**config.mk**
```make
export PLATFORM = sky130hd
export DESIGN_NAME = epfifo_access_ctl
export DESIGN_NICKNAME = d
export VERILOG_FILES = /design/src/rtl/epfifo_access_ctl.sv
export SDC_FILE = /design/constraint.sdc
export NUM_CORES = 1
export LEC_CHECK = 0
export ABC_AREA = 1
export CORE_MARGIN = 1
export CORE_UTILIZATION = 53
export DETAILED_ROUTE_END_ITERATION = 10
export DONT_BUFFER_PORTS = 1
export PLACE_DENSITY = 0.68
export SLEW_MARGIN = 30
export SYNTH_ARGS = -nofsm -noshare
export SYNTH_HDL_FRONTEND = slang
export SYNTH_SLANG_ARGS = --single-unit
```
**constraint.sdc**
```tcl
create_clock -name clk -period 3 [get_ports clk]
set_clock_uncertainty 0.2 [all_clocks]
set_input_delay 0 -clock clk [delete_from_list [all_inputs] [get_ports clk]]
set_output_delay 0 -clock clk [all_outputs]
set_load 0.005 [all_outputs]
```
**src/rtl/epfifo_access_ctl.sv**
```systemverilog
module epfifo_access_ctl #(
  parameter int NUM_EP = 4,
  localparam int EPW   = (NUM_EP > 1) ? $clog2(NUM_EP) : 1,
  localparam int REG_W = 7 + EPW
) (
  input  logic              clk,
  input  logic              rst_n,
  input  logic              bus_reset,
  input  logic              reg_wr,
  input  logic [REG_W-1:0]  reg_wdata,
  output logic [REG_W-1:0]  reg_rdata,
  input  logic [NUM_EP-1:0] fifo_ready,
  input  logic              setup_rx,
  input  logic              zlp_rx,
  input  logic [EPW-1:0]    zlp_ep,
  input  logic              fifo_rd_strobe,
  output logic [EPW-1:0]    ep_sel,
  output logic              fifo_commit,
  output logic              fifo_release,
  output logic              fifo_flush,
  output logic [NUM_EP-1:0] force_txerr
);

  logic           req_q, dir_q, setup_q;
  logic [EPW-1:0] sel_q;
  logic           commit_q, release_q, flush_q;
  logic [NUM_EP-1:0] zlp_q, txerr_q;

  wire           w_req   = reg_wdata[0];
  wire           w_dir   = reg_wdata[1];
  wire           w_flush = reg_wdata[2];
  wire           w_setup = reg_wdata[3];
  wire [EPW-1:0] w_sel   = reg_wdata[7 +: EPW];

  wire           held    = reg_wr & req_q & w_req;
  wire           end_wr  = held & dir_q & ~w_dir;
  wire           end_rd  = held & ~dir_q & w_dir;
  wire [EPW-1:0] sel_nxt = (reg_wr & ~req_q) ? w_sel : sel_q;
  wire           do_fl   = reg_wr & w_flush;

  always_ff @(posedge clk or negedge rst_n) begin
    if (!rst_n) begin
      req_q <= 1'b0; dir_q <= 1'b0; sel_q <= '0; setup_q <= 1'b0;
      commit_q <= 1'b0; release_q <= 1'b0; flush_q <= 1'b0;
    end else if (bus_reset) begin
      req_q <= 1'b0; dir_q <= 1'b0; sel_q <= '0; setup_q <= 1'b0;
      commit_q <= 1'b0; release_q <= 1'b0; flush_q <= 1'b0;
    end else begin
      if (reg_wr) begin
        req_q <= w_req;
        dir_q <= w_dir;
      end
      sel_q     <= sel_nxt;
      commit_q  <= end_wr;
      release_q <= end_rd;
      flush_q   <= do_fl;
      if (setup_rx) setup_q <= 1'b1;
      else if (reg_wr && !w_setup) setup_q <= 1'b0;
    end
  end

  for (genvar i = 0; i < NUM_EP; i++) begin : g_ep
    localparam logic [EPW-1:0] IDX = EPW'(i);
    always_ff @(posedge clk or negedge rst_n) begin
      if (!rst_n) begin
        zlp_q[i]   <= 1'b0;
        txerr_q[i] <= 1'b0;
      end else if (bus_reset) begin
        zlp_q[i]   <= 1'b0;
        txerr_q[i] <= 1'b0;
      end else begin
        if (zlp_rx && zlp_ep == IDX) zlp_q[i] <= 1'b1;
        else if (fifo_rd_strobe && sel_q == IDX) zlp_q[i] <= 1'b0;
        if (do_fl && sel_nxt == IDX) txerr_q[i] <= 1'b1;
        else if (end_wr && sel_q == IDX) txerr_q[i] <= 1'b0;
      end
    end
  end

  assign reg_rdata    = {sel_q, txerr_q[sel_q], zlp_q[sel_q], fifo_ready[sel_q],
                         setup_q, 1'b0, dir_q, req_q};
  assign ep_sel       = sel_q;
  assign fifo_commit  = commit_q;
  assign fifo_release = release_q;
  assign fifo_flush   = flush_q;
  assign force_txerr  = txerr_q;

  assert_bus_reset_R1: assert property (@(posedge clk) disable iff (!rst_n)
    bus_reset |=> (!req_q && !dir_q && !setup_q && sel_q == '0 && zlp_q == '0 && txerr_q == '0));

  assert_sel_lock_R2: assert property (@(posedge clk) disable iff (!rst_n || bus_reset)
    ($past(req_q) && !$past(bus_reset)) |-> $stable(sel_q));

  assert_commit_once_R3: assert property (@(posedge clk) disable iff (!rst_n || bus_reset)
    fifo_commit |=> !fifo_commit);

  assert_end_exclusive_R4: assert property (@(posedge clk) disable iff (!rst_n || bus_reset)
    !(fifo_commit && fifo_release));

  assert_flush_marks_R6: assert property (@(posedge clk) disable iff (!rst_n || bus_reset)
    fifo_flush |-> force_txerr[ep_sel]);

  assert_commit_clears_R7: assert property (@(posedge clk) disable iff (!rst_n || bus_reset)
    (fifo_commit && !fifo_flush) |-> !force_txerr[ep_sel]);

endmodule

```
==> results of run 1 <==
==> final timing paths <==
kind / cells past startpoint / end / slack, ns
max: 7 / force_txerr[1] / 0.61
min: 1 / zlp_q[2] / -0.02
max reg2reg: 7 / force_txerr[1] / 0.61
min reg2reg: 1 / fifo_release / 0.33
max in group asynchronous: 1 / req_q / 2.19
min in group clk: 3 / zlp_q[2] / 0.21
==> cells by family (layout without fill, tap and decap cells) <==
| group | Yosys count | in the layout | synth area share, % |
|---|---|---|---|
| buf+inv | 21 | 43 | 11.8 |
| other cells | 1 | 1 | 0.436 |
| flops | 16 | 16 | 46.6 |
| compound gates | 17 | 17 | 10.8 |
| simple gates | 58 | 58 | 30.4 |
==> what timing repair did <==
action / CTS / global route
resized for setup: 0 / 1
hold endpoints to repair: 33 / 0
setup endpoints to repair: 0 / 1
setup buffers: 0 / 2
hold buffers: 24 / 0
==> synth_stat cells, drive strengths merged <==
library cell,number,share of area (%)
nand2,30,14
dfrtp,16,47
inv,14,6.1
nand3,14,8.2
nor2,12,6.4
a21oi,8,4.7
buf,6,5.2
o21ai,6,3.5
a22oi,3,2.6
clkbuf,1,0.44
conb,1,0.44
nand3b,1,0.87
nor4,1,0.73
==> power breakdown <==
group / leakage (uW) / total, uW / internal, uW / switching [uW]
Sequential: 0.000216 / 237 / 226 / 11.5
Clock: 0.0000210 / 146 / 73.9 / 72.1
Combinational: 0.000304 / 83.1 / 38.3 / 44.8
==> critical path, delay by kind of cell, from the launching register on <==
family / cells / cell delay [ns]
DFF: 1 / 0.43
AOI/OAI and AO/OA: 1 / 0.15
buffers and inverters: 3 / 1.26
and+or+nand+nor: 3 / 0.28
==> flip-flops by register name (all words and copies together), names as in the netlist <==
register      flops
fifo_release      1
force_txerr       4
dir_q             1
fifo_flush        1
setup_q           1
req_q             1
ep_sel            2
zlp_q             4
fifo_commit       1
==> through the flow <==
| stage | hold WS, ns | cells | power [uW] |
|---|---|---|---|
| global placement | -0.495 | 122 | 285 |
| finish | -0.0169 | 151 | 466 |
| floorplan | -0.496 | 113 | 285 |
| global route | 0.0509 | 151 | 490 |
| CTS | 0.00530 | 150 | 462 |
| detailed placement | -0.495 | 122 | 286 |
==> layout make-up <==
class | instances | area share [%]
multi-input combinational | 76 | 32.2
tap | 16 | 1.80
timing repair buffer | 25 | 22.0
inverter | 14 | 4.72
clock buffer | 4 | 3.26
sequential | 16 | 36.0
==> per-layer routing <==
layer  vias to the layer above  routed length [um]
met5                         -                   0
met4                         0                  25
met3                         8                 186
met2                        51                 947
met1                       383                 901
li1                        402                   -
==> flow_metrics.env, run 1 <==
export IMPL_cts_tree="done"
export IMPL_fin_hold_ws_ns=-0.0169
export IMPL_num_vias=844
export IMPL_final_common_cell="nand2_1"
export IMPL_maxSlewHeadroom_pct=54.4
export IMPL_final_min_clock_period_ns=2.39
export IMPL_hpwlAfterDp_um=1230
export IMPL_max_stage_delay_ns=0.58
export IMPL_min_period_over_period_pct=79.7
export IMPL_reg2reg_from="req_q"
export IMPL_grt_total_usage_pct=26.6
export IMPL_setup_viol=0
export IMPL_place_ws_ns=1.61
export IMPL_multi_input_area_um2=358
export IMPL_placement_rows=14
export IMPL_holdCritPathClass="in -> async"
export IMPL_ys_ff_latch=16
export IMPL_dr_pass1_iters=4
export IMPL_cp_required_ns=3.01
export IMPL_clkTransAtPathRegs_ns=0.10
export IMPL_cp_max_fo=6
export IMPL_final_cell_mix="nand2_1 (26), dlygate4sd3_1 (23), dfrtp_1 (16)"
export IMPL_cts_made_buffers=3
export IMPL_cp_startpoint="req_q"
export IMPL_maxCapViolations=0
export IMPL_timing_worst_setup_path_type="reg -> reg"
export IMPL_hold_viol=16
export IMPL_antenna_found_initial=0
export IMPL_coreArea_um2=1510
export IMPL_place_congestion=0.859
export IMPL_worst_slack_ns=0.610
export IMPL_use_met1_pct=34.8
export IMPL_grt_pass1_vias=789
export IMPL_endpoint_kind="flip-flop"
export IMPL_num_antenna_cells=0
export IMPL_status="finished, violations left"
export IMPL_nets=158
export IMPL_final_util_pct=73.8
export IMPL_tns_ns=0
export IMPL_grt_max_degree=17
export IMPL_design_area_um2=1110
export IMPL_ys_seq_area_share_pct=46.6
export IMPL_placed_area_um2=831
export IMPL_p_leak_uw=0.000540
export IMPL_synth_nets=135
export IMPL_max_freq_mhz=418
export IMPL_die_area_um2=1790
export IMPL_cts_root_buffer="clkbuf_4"
export IMPL_ys_warn_count=0
export IMPL_drt_total_wl_um=2060
export IMPL_top_usage_layer="met2"
export IMPL_cts_sinks=16
export IMPL_ff_latch_area_um2=400
export IMPL_numPortBuffers=0
export IMPL_syn_instance_count=113
export IMPL_grt_util_met3_pct=9.91
export IMPL_drc=0
export IMPL_synth_cell_types=17
export IMPL_grt_first_pass_wirelength_um=3510
export IMPL_die_h_um=42.3
export IMPL_viasPerCell=5.59
export IMPL_syn_to_final_growth_pct=29.4
export IMPL_ant_nets=0
export IMPL_startpoint_type="flip-flop"
export IMPL_power_density_nw_per_um2=419
export IMPL_cp_slowest_cell="dlygate4sd3_1"
export IMPL_nFillCells=112
export IMPL_post_route_cells_drive_above_1_share_pct=9.63
export IMPL_clockBufferDepth=2
export IMPL_ir_drop_v=0.000272
export IMPL_rsz0062_at_grt="no"
export IMPL_synth_area_um2=860
export IMPL_violations="hold timing"
export IMPL_start_util_pct=57.1
export IMPL_boundaryPins=40
export IMPL_worst_pin_slew_ns=0.682
export IMPL_drt_iter0_markers=38
export IMPL_avgSynthCellArea_um2=7.61
export IMPL_worstPathArrival_ns=2.40
export IMPL_slew_violations=0
export IMPL_wl_per_cell_um=13.6
export IMPL_die_x_um=42.3
export IMPL_insertion_delay_ns=0.29
export IMPL_grt_overflow=0
export IMPL_path_cells="inv_2 -> nand3_1 -> dlygate4sd3_1 -> nand2_2 -> nand3_1 -> dlygate4sd3_1 -> a21oi_1"
export IMPL_htreeDepth=1
export IMPL_gr_usage_met2_pct=41.5
Power figures use the tool's default switching activity.
==> run 2: changes to the inputs <==
==> constraint.sdc (replaced) <==
create_clock -name clk -period 2.5 [get_ports clk]
set_clock_uncertainty 0.2 [all_clocks]
set_input_delay 0 -clock clk [delete_from_list [all_inputs] [get_ports clk]]
set_output_delay 0 -clock clk [all_outputs]
set_load 0.005 [all_outputs]
==> run 2 against run 1 <==
Compared with the run above:
- the run now ends clean
- total power increased by 11%
- critical path type unchanged
- via count decreased by 0.24%
- global-route usage decreased by 0.097 points
- maximum frequency increased by 1.4%
- routed wire length increased by 1.3%
- critical path depth unchanged
- die area unchanged
- first-iteration DRC count increased by 24%
- core utilization decreased by 0.58 points
- sequential power increased by 20%
- worst hold slack improved by 0.25 ns
- clock-buffer cell count decreased by 1
==> flow_metrics.env, run 2 (synthesized netlist as in run 1, its figures left out) <==
export IMPL_status="finished, final reports clean"
export IMPL_maxSlewHeadroom_pct=54.5
export IMPL_p_leak_uw=0.000528
export IMPL_cts_tree="done"
export IMPL_setup_viol=0
export IMPL_switching_share_pct=28.3
export IMPL_clkTransAtPathRegs_ns=0.09
export IMPL_cp_max_fo=6
export IMPL_slew_violations=0
export IMPL_regToRegSetupSlack_ns=0.14
export IMPL_cts_made_buffers=3
export IMPL_p_sw_uw=146
export IMPL_power_density_nw_per_um2=470
export IMPL_ant_nets=0
export IMPL_drt_total_wl_um=2090
export IMPL_cp_required_ns=2.51
export IMPL_insertion_delay_ns=0.29
export IMPL_cts_root_buffer="clkbuf_4"
export IMPL_nets=158
export IMPL_crit_buf_inv=3
export IMPL_syn_to_final_growth_pct=28.4
export IMPL_hold_start="reg_wdata[1]"
export IMPL_start_util_pct=57.1
export IMPL_layout_cells_non_filler=150
export IMPL_min_path_cells=3
export IMPL_grt_max_degree=17
export IMPL_htreeDepth=1
export IMPL_final_common_cell="nand2_1"
export IMPL_holdCritPathClass="in -> reg"
export IMPL_grt_total_usage_pct=26.5
export IMPL_die_h_um=42.3
export IMPL_r2r_end="force_txerr[0]"
export IMPL_worst_pin_slew_ns=0.680
export IMPL_drt_iter0_markers=47
export IMPL_post_route_cells_drive_above_1_share_pct=7.46
export IMPL_die_x_um=42.3
export IMPL_final_min_clock_period_ns=2.36
export IMPL_cp_depth=7
export IMPL_place_congestion=0.841
export IMPL_reg2reg_from="req_q"
export IMPL_numPlacedInstances=122
export IMPL_wl_per_cell_um=13.9
export IMPL_path_cells="inv_2 -> nand3b_1 -> dlygate4sd3_1 -> nand2_1 -> nand3_1 -> dlygate4sd3_1 -> a21oi_1"
export IMPL_grt_first_pass_wirelength_um=3480
export IMPL_max_freq_mhz=424
export IMPL_tns_ns=0
export IMPL_boundaryPins=40
export IMPL_num_vias=842
export IMPL_cp_slowest_cell="dlygate4sd3_1"
export IMPL_placement_rows=14
export IMPL_hpwlAfterDp_um=1270
export IMPL_worstPathArrival_ns=2.37
export IMPL_r2r_cells=7
export IMPL_dr_pass1_iters=7
export IMPL_cp_common_cell="dlygate4sd3_1"
export IMPL_max_stage_delay_ns=0.58
export IMPL_antenna_found_initial=0
export IMPL_timing_worst_setup_path_type="reg -> reg"
export IMPL_combinationalPowerShare_pct=19.2
export IMPL_cts_setup_buffers=0
export IMPL_hold_viol=0
export IMPL_clockBufferDepth=2
export IMPL_grt_overflow=0
export IMPL_die_area_um2=1790
export IMPL_final_cell_mix="nand2_1 (26), dlygate4sd3_1 (25), dfrtp_1 (16)"
export IMPL_maxCapViolations=0
export IMPL_pwr_share_seq_pct=54.7
export IMPL_ir_drop_v=0.000273
export IMPL_endpoint_kind="flip-flop"
export IMPL_cp_startpoint="req_q"
export IMPL_worstHoldEndpoint="fifo_release"
export IMPL_clock_power_share_pct=26.1
export IMPL_coreArea_um2=1510
export IMPL_min_period_over_period_pct=94.3
export IMPL_num_antenna_cells=0
export IMPL_cell_internal_pwr_uw=372
export IMPL_cts_sinks=16
export IMPL_viasPerCell=5.61
export IMPL_numPortBuffers=0
export IMPL_cpLargestDelayFamily="buffers and inverters"
export IMPL_startpoint_type="flip-flop"
export IMPL_grt_pass1_vias=775
export IMPL_rsz0062_at_grt="no"
export IMPL_drc=0
run 2: how the worst max path moves through the flow:
stage          slack [ns]              to
2_1_floorplan        1.27  force_txerr[1]
3_3_place_gp         1.14  force_txerr[1]
3_5_place_dp         1.13  force_txerr[1]
4_1_cts              0.12  force_txerr[0]
5_1_grt              0.02  force_txerr[0]
6_report             0.14  force_txerr[0]
run 2: per-layer routing:
metal / track usage [%] / vias to the layer above / share of wire [%]
met1: 34.1 / 373 / 40
met5: 0 / - / 0
li1: - / 402 / -
met2: 41.5 / 57 / 48
met3: 8.62 / 10 / 9.1
met4: 10.0 / 0 / 2.5
run 2: timing repair:
item / in CTS / in global routing
hold endpoints to repair: 33 / 0
hold buffers: 25 / 0
endpoints found under the setup margin: 0 / 1
gates resized for setup: 0 / 1
run 2: through the flow:
stage / total power (uW) / area, um2 / hold WS [ns] / util, % / worst slack, ns
global route: 548 / 1100 / 0.244 / 73.3 / 0.0234
CTS: 518 / 1100 / 0.207 / 73.3 / 0.116
detailed placement: 344 / 831 / -0.495 / 55.1 / 1.13
finish: 519 / 1100 / 0.231 / 73.3 / 0.142
floorplan: 342 / 860 / -0.496 / - / 1.27
global placement: 342 / 831 / -0.495 / 55.1 / 1.14
run 2: worst min-delay path, stage by stage:
cell and delay, ns:
dlygate4sd3_1 0.55, nand2_1 0.09, nor4_1 0.05
run 2: cell type report:
class,instances,area (um2)
fill,103,403
sequential,16,400
timing repair buffer,25,250
inverter,14,52.6
multi-input combinational,76,358
tap,16,20.0
clock buffer,3,22.5
run 2: power groups by stage:
stage	clock, uW	sequential (uW)	combinational [uW]
finish	135	284	99.5
global route	152	286	110
CTS	139	284	96.1
detailed placement	0	289	54.9
global placement	0	289	53.7
floorplan	0	285	57.3
==> run 3: changes to the inputs <==
--- a/config.mk
+++ b/config.mk
@@ -5,7 +5,7 @@
 export SDC_FILE = /design/constraint.sdc
 export NUM_CORES = 1
 export LEC_CHECK = 0
-export ABC_AREA = 1
+export CAP_MARGIN = 25
 export CORE_MARGIN = 1
 export CORE_UTILIZATION = 53
 export DETAILED_ROUTE_END_ITERATION = 10
==> constraint.sdc (replaced) <==
create_clock -name clk -period 2.39 [get_ports clk]
set_clock_uncertainty 0.2 [all_clocks]
set_input_delay 0 -clock clk [delete_from_list [all_inputs] [get_ports clk]]
set_output_delay 0 -clock clk [all_outputs]
set_load 0.005 [all_outputs]
==> run 3 against run 2 <==
Compared with the run above:
- critical endpoint is now zlp_q[1]
- sequential power is 6% higher
- largest power group unchanged
- global-route usage is 1.7 points lower
- first-iteration DRC count is 36% lower
- combinational power is 18% lower
- via count is 17% lower
- largest cell class unchanged
- highest routed layer unchanged
- maximum frequency is 18% higher
- the flow now finishes with violations (hold timing)
==> flow_metrics.env, run 3 <==
export IMPL_yosys_cell_count_top_type="dfrtp_1"
export IMPL_max_stage_delay_ns=0.72
export IMPL_post_route_cells_drive_above_1_share_pct=10.4
export IMPL_synth_nets=105
export IMPL_avgSynthCellArea_um2=10.4
export IMPL_maxSlewHeadroom_pct=52.7
export IMPL_cts_root_buffer="clkbuf_4"
export IMPL_boundaryPins=40
export IMPL_startpoint_type="flip-flop"
export IMPL_holdCritPathClass="in -> async"
export IMPL_ys_ff_latch=16
export IMPL_cts_tree="done"
export IMPL_synth_area_um2=862
export IMPL_cpLargestDelayFamily="flip-flops"
export IMPL_num_antenna_cells=0
export IMPL_wl_per_cell_um=17.1
export IMPL_final_min_clock_period_ns=2.00
export IMPL_coreArea_um2=1510
export IMPL_die_area_um2=1790
export IMPL_die_x_um=42.3
export IMPL_crit_buf_inv=1
export IMPL_antenna_found_initial=0
export IMPL_cts_setup_buffers=0
export IMPL_final_cell_mix="dlygate4sd3_1 (19), dfrtp_1 (16), nor2_1 (9)"
export IMPL_synth_top_family_by_area="simple AND/OR/NAND/NOR gates"
export IMPL_grt_max_degree=17
export IMPL_htreeDepth=1
export IMPL_ir_drop_v=0.000422
export IMPL_synthMuxAreaShare_pct=13.8
export IMPL_place_congestion=0.785
export IMPL_numPlacedInstances=89
export IMPL_start_util_pct=57.2
export IMPL_rsz0062_at_grt="no"
export IMPL_hold_buffers=19
export IMPL_drt_iter0_markers=30
export IMPL_numPortBuffers=0
export IMPL_dr_pass1_iters=4
export IMPL_nets=119
export IMPL_violations="hold timing"
export IMPL_maxCapViolations=0
export IMPL_slew_violations=0
export IMPL_final_common_cell="dlygate4sd3_1"
export IMPL_cts_made_buffers=3
export IMPL_placement_rows=14
export IMPL_clockBufferDepth=2
export IMPL_nFillCells=115
export IMPL_syn_instance_count=83
export IMPL_synth_flop_cell="dfrtp_1"
export IMPL_cts_sinks=16
export IMPL_hold_viol=7
export IMPL_synthSimpleGateAreaFrac_pct=19.9
export IMPL_min_period_over_period_pct=83.5
export IMPL_hpwlAfterDp_um=1200
export IMPL_synth_compound_gate_area_share_pct=10.0
export IMPL_ant_nets=0
export IMPL_wl_met1_um=760
export IMPL_drc=0
export IMPL_synth_cell_types=28
export IMPL_cp_depth=4
export IMPL_synth_top_cell_by_area="dfrtp_1"
export IMPL_power_density_nw_per_um2=537
export IMPL_async_flop_share_pct=100
export IMPL_grt_overflow=0
export IMPL_ys_seq_area_share_pct=46.4
export IMPL_drt_total_wl_um=1920
export IMPL_synthXorXnorAreaFrac_pct=0
export IMPL_path_cells="nand3b_1 -> a32oi_1 -> dlygate4sd3_1 -> nor2_1"
export IMPL_final_util_pct=69.4
export IMPL_timing_worst_setup_path_type="reg -> reg"
export IMPL_synth_area_leaders="dfrtp_1 (46%), mux4_2 (7.8%), buf_4 (5.2%)"
export IMPL_ys_top_cells_by_count="dfrtp_1 (16), nor2_1 (9), buf_4 (6), nand3b_1 (6)"
export IMPL_endpoint_kind="flip-flop"
export IMPL_syn_to_final_growth_pct=21.3
export IMPL_layout_cells_non_filler=112
export IMPL_met2WireLength_um=993
export IMPL_cp_required_ns=2.35
export IMPL_grt_total_usage_pct=24.8
export IMPL_synth_top_cell_area_share_pct=46.4
export IMPL_status="finished, violations left"
export IMPL_topRoutingLayerUsed="met4"
export IMPL_num_vias=696
export IMPL_worstPathArrival_ns=1.96
export IMPL_clkTransAtPathRegs_ns=0.10
export IMPL_grt_first_pass_wirelength_um=3270
export IMPL_max_freq_mhz=501
export IMPL_cp_max_fo=16
export IMPL_r2r_cells=4
export IMPL_ys_warn_count=0
export IMPL_worst_pin_slew_ns=0.707
export IMPL_die_h_um=42.3
export IMPL_fin_hold_ws_ns=-0.00250
export IMPL_wl_met3_um=124
export IMPL_synthAdderAreaFrac_pct=0
export IMPL_setup_viol=0
export IMPL_synth_edff_count=0
export IMPL_grt_pass1_vias=745
export IMPL_p_leak_uw=0.000444
export IMPL_insertion_delay_ns=0.28
export IMPL_postCtsResizedCells=0
export IMPL_finalPower_uw=561
export IMPL_viasPerCell=6.21
export IMPL_cp_slowest_cell="dfrtp_1"
export IMPL_tns_ns=0
==> run 3: changes by cell type in the layout (fill, tap and decap cells not counted), sizes merged, moves of 2 or more <==
cell         before  now
nand2b            0    3
mux4              0    3
nand3b            1    6
a32oi             0    2
nand2            30    6
mux2i             0    4
inv              14    5
o21ai             6    1
a21oi             8    4
a22oi             3    0
nand3            14    1
nor2             12    9
dlygate4sd3      25   19
==> run 3: power by group <==
| group | total (uW) | switching [uW] | internal, uW |
|---|---|---|---|
| logic | 81.3 | 35.3 | 46.0 |
| clock network | 179 | 86.0 | 92.7 |
| registers | 301 | 19.1 | 282 |
| total | 561 | 140 | 421 |
==> run 3: kinds of logic (layout without fill, tap and decap cells) <==
kind of cell | count (synthesis) | in the layout
buf+inv | 15 | 28
simple gates | 31 | 31
flops | 16 | 16
compound gates | 12 | 12
other cells | 1 | 1
mux | 8 | 8
==> run 3: area by class of cell <==
type	count	area, um2	share of cell area, %
multi-input cells	52	380	36.4
flip-flops and latches	16	400	38.3
well taps	16	20.0	1.91
repair buffers	19	190	18.2
clock buffers	4	36.3	3.47
inverters	5	18.8	1.79
==> run 3: path summary, 6_finish.rpt <==
kind | slack [ns] | endpoint | startpoint
max | 0.39 | zlp_q[1] | ep_sel[0]
min | -0.002 | force_txerr[0] | rst_n
max reg2reg | 0.39 | zlp_q[1] | ep_sel[0]
min reg2reg | 0.34 | fifo_release | dir_q
max in group asynchronous | 1.55 | force_txerr[3] | rst_n
min in group clk | 0.02 | reg_rdata[4] | fifo_ready[0]
==> run 3: worst reg2reg max path: stages (launching register included) <==
cell and delay, ns:
dfrtp_1 0.72, nand3b_1 0.16, a32oi_1 0.18, dlygate4sd3_1 0.57
nor2_1 0.04
==> run 3: per-layer routing <==
| layer | track usage [%] | vias up |
|---|---|---|
| li1 | - | 317 |
| met1 | 30.5 | 330 |
| met2 | 42.2 | 43 |
| met3 | 5.60 | 6 |
| met4 | 9.38 | 0 |
| met5 | 0 | - |
==> run 3: through the flow <==
stage               setup slack [ns]  instance area [um2]
finish                         0.394                 1050
global placement               0.672                  820
global route                   0.241                 1050
CTS                            0.416                 1050
detailed placement             0.655                  820
floorplan                      0.845                  862
